===== src/rtl/ldec_pkg.sv =====
package ldec_pkg;

  localparam int TOK_W = 8;

  typedef enum logic [1:0] {ST_IDLE, ST_HDR, ST_PAYLOAD, ST_DRAIN} ldec_state_e;
  typedef enum logic [1:0] {CK_INVALID, CK_WRITE, CK_CTRL, CK_SAFE} cmd_kind_e;

  localparam logic [1:0] CC_EOP_A    = 2'b00;
  localparam logic [1:0] CC_EOP_B    = 2'b01;
  localparam logic [1:0] MODE_PROTO  = 2'b00;

  // True for either of the two end-of-packet control codes
  function automatic logic is_eop_code(input logic [1:0] code);
    return (code == CC_EOP_A) || (code == CC_EOP_B);
  endfunction

  // Sorts a command byte into its class
  function automatic cmd_kind_e classify_cmd(
    input logic [TOK_W-1:0] code,
    input logic [TOK_W-1:0] wr_code,
    input logic [TOK_W-1:0] ctl_base,
    input int               ctl_num,
    input int               safe_num
  );
    int off;
    off = int'(code) - int'(ctl_base);
    if (code == wr_code)              return CK_WRITE;
    if (off >= 0 && off < safe_num)   return CK_SAFE;
    if (off >= 0 && off < ctl_num)    return CK_CTRL;
    return CK_INVALID;
  endfunction

endpackage


===== src/rtl/ldec_tok_decode.sv =====
module ldec_tok_decode
  import ldec_pkg::*;
(
  input  logic       proto,
  input  logic       tok_valid,
  input  logic       tok_ctrl,
  input  logic [1:0] tok_code,
  output logic       data_ev,
  output logic       eop_ev
);
  // Only protocol mode interprets tokens; other control codes produce no event
  always_comb begin
    data_ev = proto && tok_valid && !tok_ctrl;
    eop_ev  = proto && tok_valid && tok_ctrl && is_eop_code(tok_code);
  end
endmodule


===== src/rtl/ldec_cmd_check.sv =====
module ldec_cmd_check
  import ldec_pkg::*;
#(
  parameter logic [TOK_W-1:0] CMD_WRITE = 8'h01,
  parameter logic [TOK_W-1:0] CTRL_BASE = 8'h10,
  parameter int               CTRL_NUM  = 8,
  parameter int               SAFE_NUM  = 4,
  localparam int              SEL_W     = $clog2(CTRL_NUM)
)(
  input  logic [TOK_W-1:0] hdr_addr,
  input  logic [TOK_W-1:0] hdr_cmd,
  input  logic [TOK_W-1:0] chan_addr,
  input  logic             safety_en,
  output cmd_kind_e        kind,
  output logic             ok_write,
  output logic             ok_ctrl,
  output logic             reject,
  output logic [SEL_W-1:0] ctrl_sel
);
  logic             addr_ok;
  logic [TOK_W-1:0] off;

  always_comb begin
    addr_ok  = (hdr_addr == chan_addr);
    kind     = classify_cmd(hdr_cmd, CMD_WRITE, CTRL_BASE, CTRL_NUM, SAFE_NUM);
    off      = hdr_cmd - CTRL_BASE;
    ctrl_sel = off[SEL_W-1:0];
    ok_write = addr_ok && (kind == CK_WRITE);
    ok_ctrl  = addr_ok && ((kind == CK_CTRL) || ((kind == CK_SAFE) && safety_en));
    reject   = !ok_write && !ok_ctrl;
  end
endmodule


===== src/rtl/ldec_hdr_fsm.sv =====
module ldec_hdr_fsm
  import ldec_pkg::*;
#(
  parameter int  HDR_LEN  = 4,
  parameter int  ADDR_IDX = 0,
  parameter int  CMD_IDX  = 1,
  localparam int CNT_W    = $clog2(HDR_LEN)
)(
  input  logic             clk,
  input  logic             rst_n,
  input  logic             proto,
  input  logic             data_ev,
  input  logic             eop_ev,
  input  logic [TOK_W-1:0] tok_data,
  input  logic             ok_write,
  output ldec_state_e      state_q,
  output logic [CNT_W-1:0] hdr_idx,
  output logic             hdr_char,
  output logic             hdr_last,
  output logic             hdr_cut,
  output logic             pay_char,
  output logic [TOK_W-1:0] eff_addr,
  output logic [TOK_W-1:0] eff_cmd
);
  localparam logic [CNT_W-1:0] LAST_IDX = CNT_W'(HDR_LEN - 1);
  localparam logic [CNT_W-1:0] A_IDX    = CNT_W'(ADDR_IDX);
  localparam logic [CNT_W-1:0] C_IDX    = CNT_W'(CMD_IDX);

  logic [CNT_W-1:0] cnt_q;
  logic [TOK_W-1:0] addr_q, cmd_q;
  ldec_state_e      state_d;
  logic [CNT_W-1:0] cnt_d;

  always_comb begin
    hdr_idx  = cnt_q;
    hdr_char = data_ev && (state_q == ST_HDR);
    hdr_last = hdr_char && (cnt_q == LAST_IDX);
    hdr_cut  = eop_ev && (state_q == ST_HDR) && (cnt_q != '0);
    pay_char = data_ev && (state_q == ST_PAYLOAD);
    eff_addr = (hdr_char && cnt_q == A_IDX) ? tok_data : addr_q;
    eff_cmd  = (hdr_char && cnt_q == C_IDX) ? tok_data : cmd_q;
  end

  always_comb begin
    state_d = state_q;
    cnt_d   = cnt_q;
    if (!proto) begin
      state_d = ST_IDLE;
      cnt_d   = '0;
    end else if (eop_ev) begin
      state_d = ST_HDR;
      cnt_d   = '0;
    end else if (hdr_char) begin
      if (hdr_last) begin
        state_d = ok_write ? ST_PAYLOAD : ST_DRAIN;
        cnt_d   = '0;
      end else begin
        cnt_d   = cnt_q + 1'b1;
      end
    end
  end

  always_ff @(posedge clk) begin
    if (!rst_n) begin
      state_q <= ST_IDLE;
      cnt_q   <= '0;
      addr_q  <= '0;
      cmd_q   <= '0;
    end else begin
      state_q <= state_d;
      cnt_q   <= cnt_d;
      if (hdr_char && cnt_q == A_IDX) addr_q <= tok_data;
      if (hdr_char && cnt_q == C_IDX) cmd_q  <= tok_data;
    end
  end
endmodule


===== src/rtl/link_hdr_decoder.sv =====
module link_hdr_decoder
  import ldec_pkg::*;
#(
  parameter int          HDR_LEN   = 4,
  parameter int          ADDR_IDX  = 0,
  parameter int          CMD_IDX   = 1,
  parameter logic [7:0]  CMD_WRITE = 8'h01,
  parameter logic [7:0]  CTRL_BASE = 8'h10,
  parameter int          CTRL_NUM  = 8,
  parameter int          SAFE_NUM  = 4
)(
  input  logic                        clk,
  input  logic                        rst_n,
  input  logic [1:0]                  chan_mode,
  input  logic [7:0]                  chan_addr,
  input  logic                        safety_en,
  input  logic                        tok_valid,
  input  logic                        tok_ctrl,
  input  logic [7:0]                  tok_data,
  output logic                        fifo_wr_en,
  output logic                        fifo_wr_ctrl,
  output logic [7:0]                  fifo_wr_data,
  output logic                        ack_en,
  output logic [$clog2(HDR_LEN)-1:0]  ack_idx,
  output logic [7:0]                  ack_data,
  output logic                        cmd_req,
  output logic [$clog2(CTRL_NUM)-1:0] cmd_sel,
  output logic                        hdr_err
);
  localparam int CNT_W = $clog2(HDR_LEN);
  localparam int SEL_W = $clog2(CTRL_NUM);

  // Named internal events, also observed by the bound checker
  logic             proto;
  logic             data_ev, eop_ev;
  ldec_state_e      state_q;
  logic [CNT_W-1:0] hdr_idx;
  logic             hdr_char, hdr_last, hdr_cut, pay_char;
  logic [7:0]       eff_addr, eff_cmd;
  cmd_kind_e        kind;
  logic             ok_write, ok_ctrl, reject;
  logic [SEL_W-1:0] ctrl_sel;
  logic             in_hdr, hdr_start, is_safe;

  assign proto     = (chan_mode == MODE_PROTO);
  assign in_hdr    = (state_q == ST_HDR);
  assign hdr_start = (hdr_idx == '0);
  assign is_safe   = (kind == CK_SAFE);

  ldec_tok_decode u_tok (
    .proto     (proto),
    .tok_valid (tok_valid),
    .tok_ctrl  (tok_ctrl),
    .tok_code  (tok_data[1:0]),
    .data_ev   (data_ev),
    .eop_ev    (eop_ev)
  );

  ldec_hdr_fsm #(
    .HDR_LEN  (HDR_LEN),
    .ADDR_IDX (ADDR_IDX),
    .CMD_IDX  (CMD_IDX)
  ) u_fsm (
    .clk      (clk),
    .rst_n    (rst_n),
    .proto    (proto),
    .data_ev  (data_ev),
    .eop_ev   (eop_ev),
    .tok_data (tok_data),
    .ok_write (ok_write),
    .state_q  (state_q),
    .hdr_idx  (hdr_idx),
    .hdr_char (hdr_char),
    .hdr_last (hdr_last),
    .hdr_cut  (hdr_cut),
    .pay_char (pay_char),
    .eff_addr (eff_addr),
    .eff_cmd  (eff_cmd)
  );

  ldec_cmd_check #(
    .CMD_WRITE (CMD_WRITE),
    .CTRL_BASE (CTRL_BASE),
    .CTRL_NUM  (CTRL_NUM),
    .SAFE_NUM  (SAFE_NUM)
  ) u_chk_cmd (
    .hdr_addr  (eff_addr),
    .hdr_cmd   (eff_cmd),
    .chan_addr (chan_addr),
    .safety_en (safety_en),
    .kind      (kind),
    .ok_write  (ok_write),
    .ok_ctrl   (ok_ctrl),
    .reject    (reject),
    .ctrl_sel  (ctrl_sel)
  );

  // Output stage: every strobe is registered once
  always_ff @(posedge clk) begin
    if (!rst_n) begin
      fifo_wr_en   <= 1'b0;
      fifo_wr_ctrl <= 1'b0;
      fifo_wr_data <= '0;
      ack_en       <= 1'b0;
      ack_idx      <= '0;
      ack_data     <= '0;
      cmd_req      <= 1'b0;
      cmd_sel      <= '0;
      hdr_err      <= 1'b0;
    end else if (!proto) begin
      fifo_wr_en   <= tok_valid;
      fifo_wr_ctrl <= tok_ctrl;
      fifo_wr_data <= tok_data;
      ack_en       <= 1'b0;
      cmd_req      <= 1'b0;
      hdr_err      <= 1'b0;
    end else begin
      fifo_wr_en   <= pay_char;
      fifo_wr_ctrl <= 1'b0;
      fifo_wr_data <= tok_data;
      ack_en       <= hdr_char;
      ack_idx      <= hdr_idx;
      ack_data     <= tok_data;
      cmd_req      <= hdr_last && ok_ctrl;
      cmd_sel      <= (hdr_last && ok_ctrl) ? ctrl_sel : '0;
      hdr_err      <= (hdr_last && reject) || hdr_cut;
    end
  end
endmodule


===== config.mk =====
export PLATFORM = sky130hd
export DESIGN_NAME = link_hdr_decoder
export DESIGN_NICKNAME = d
export VERILOG_FILES = /design/src/rtl/ldec_pkg.sv /design/src/rtl/ldec_tok_decode.sv /design/src/rtl/ldec_cmd_check.sv /design/src/rtl/ldec_hdr_fsm.sv /design/src/rtl/link_hdr_decoder.sv
export SDC_FILE = /design/constraint.sdc
export NUM_CORES = 1
export LEC_CHECK = 0
export BUFFER_PORTS_ARGS = -buffer_cell sky130_fd_sc_hd__buf_2
export CORE_ASPECT_RATIO = 0.9
export CORE_UTILIZATION = 45
export DETAILED_ROUTE_END_ITERATION = 16
export PLACE_DENSITY = 0.65
export SYNTH_ARGS = -nofsm -noshare
export SYNTH_HDL_FRONTEND = slang
export SYNTH_HIERARCHICAL = 1
export SYNTH_SLANG_ARGS = --single-unit

===== constraint.sdc =====
create_clock -name clk -period 3.1 [get_ports clk]
set_input_delay 0 -clock clk [delete_from_list [all_inputs] [get_ports clk]]
set_output_delay 0 -clock clk [all_outputs]
set_load 0.05 [all_outputs]

==> reports/qor.yml <==
grt_pass1_wl_mm: 8.02
htreeDepth: 2
min_delay_worst_endpoint: "fifo_wr_ctrl"
rsz0062_at_grt: "false"
drive_gt1_frac: 0.310
stdcell_count: 352
slew_violations: 0
worst_setup_path_start_kind: "flip-flop"
crit_chain: "inv_1 -> ha_1 -> nand4b_4 -> mux2_2 -> inv_1 -> ha_1 -> or3b_1 -> ha_1 -> mux2i_1 -> nor4b_2 -> nand2_1 -> o31ai_1"
die_h_um: 69.8
syn-num-nets: 260
hpwl_mm: 3.44
drt_iter0_drc: 48
overflow: 0
reg2regPathDepth: 12
grt_max_degree: 48
p_leak_uw: 0.00137
area_growth_pct: 21.3
grt_pass1_vias: 1704
maxSlewHeadroom: 0.502
synth_cells: 231
yosysWarnings: 6
grt_use_total: 0.191
finalHoldViolations: 0
cts.path.max_buffers: 2
holdPathStages: 2
crit_path_end_kind: "flip-flop"
syn_avg_cell_area_sq_um: 9.95
crit_family: "simple AND/OR/NAND/NOR gates"
dpl.cell_count: 335
drt_wl_total_mm: 4.91
reg2reg_to: "cmd_sel[1]"
period_needed_ns: 2.93
r2r_start: "u_fsm/hdr_idx[1]"
arrival_ns: 3.15
fin_skew_ns: 0.00370
start_util: 0.472
syn_area_sq_mm: 0.00230
top_usage_layer: "met2"
report.final.setup_viol: 0
drtPass1Iterations: 4
layout_common_cells: "48 x buf_2, 44 x dfxtp_1, 31 x nand2_1, 18 x mux2i_1"
crit_path_top_delay_cell: "or3b_1"
cp_num_buf_inv: 2
ant_nets: 0
use_met1: 0.251
period_share: 0.947
rows: 24
grt_antenna_before_repair: 0
dieArea_sq_mm: 0.00540
clock_sink_count: 46
insertion_delay_ns: 0.30
ios: 49
vias: 1801
drv_cap: 0
slowest_delay_ns: 0.41
status: "complete, no violations"
fmax_mhz: 341
wl_per_cell_um: 14.0
die_w_um: 77.3
final_nets: 315
cts_tree: "built"
drcViolationCount: 0
min_from: "tok_ctrl"
layout_commonest_cell: "buf_2"
reg2reg_slack_ns: 0.17
globalRouteMet3Util: 0.0434
hp-class: "in2reg"
path_clk_slew_ns: 0.08
pwr_density_cell_mw_per_mm2: 425
crit_type: "reg2reg"
path_common_cell: "ha_1"
vdd_drop_max_uv: 200
cts_buffers: 5
cp_max_fo: 4
io_buffers: 48
core_sq_mm: 0.00486
use_met2: 0.293
cts.root.buffer_cell: "clkbuf_8"
worstMarginPinSlew_ns: 0.746
fin_setup_tns_ns: 0
diodes: 0
critPathRequiredTime_ns: 3.31
viasPerCell: 5.12
place.gp.congestion: 0.811
[per-layer routing]
layer / vias up / wire (um) / part of all wire
li1: 918 / - / -
met1: 817 / 2450 / 0.50
met2: 55 / 2100 / 0.43
met3: 11 / 235 / 0.048
met4: 0 / 122 / 0.025
met5: - / 0 / 0
[power breakdown]
| group | internal (uW) | switching (uW) |
|---|---|---|
| Combinational | 43.1 | 92.2 |
| Clock | 241 | 205 |
| Sequential | 602 | 3.34 |
| Total | 886 | 301 |
[layout make-up]
type,count,area [sq um]
clock buffers,6,72.6
clock inverters,2,37.5
fillers,473,2080
inverters,6,22.5
multi-input cells,163,1260
flip-flops and latches,46,923
well taps,65,81.3
repair buffers,64,393
[worst max path at each step]
stage | from | cells past startpoint | end | slack (ns)
after global placement | chan_mode[1] | 16 | cmd_sel[0] | 0.17
final | u_fsm/hdr_idx[1] | 12 | cmd_sel[1] | 0.17
after detailed placement | chan_mode[1] | 16 | cmd_sel[1] | -0.07
after floorplan | chan_mode[1] | 13 | u_fsm/state_q[0] | 0.29
after CTS | u_fsm/hdr_idx[1] | 13 | cmd_sel[1] | 0.08
after global routing | u_fsm/hdr_idx[1] | 14 | cmd_sel[1] | 0.00004
[flip-flops by register name (all words and copies together), names as in the netlist]
name	cells
cmd_req	1
fifo_wr_ctrl	1
ack_data	8
ack_en	1
cmd_sel	3
u_fsm/cmd_q	8
ack_idx	2
u_fsm/addr_q	8
fifo_wr_data	8
u_fsm/hdr_idx	2
hdr_err	1
u_fsm/state_q	2
fifo_wr_en	1
[worst reg2reg max path: stages, from the launching register on]
cell      delay [ns]
dfxtp_2         0.36
inv_1           0.06
ha_1            0.22
nand4b_4        0.13
mux2_2          0.36
inv_1           0.06
ha_1            0.17
or3b_1          0.41
ha_1            0.24
mux2i_1         0.15
nor4b_2         0.33
nand2_1         0.17
o31ai_1         0.22
[timing repair]
item,in CTS,in global routing
endpoints found under the setup margin,3,3
hold endpoints to repair,9,0
hold buffers,8,0
pin swaps,0,5
resized for setup,1,3
buffers inserted,0,1
[through the flow]
stage	utilization	hold WS, ns	power, uW	instance area [sq um]	worst slack, ns
after floorplan	-	0.122	702	2300	0.290
after global placement	0.530	0.268	746	2580	0.170
after detailed placement	0.530	0.276	747	2580	-0.0675
after CTS	0.570	0.00437	1200	2770	0.0756
after global routing	0.573	0.0152	1240	2790	0.0000406
final	0.573	0.00587	1190	2790	0.165
Power figures use the tool's default switching activity.
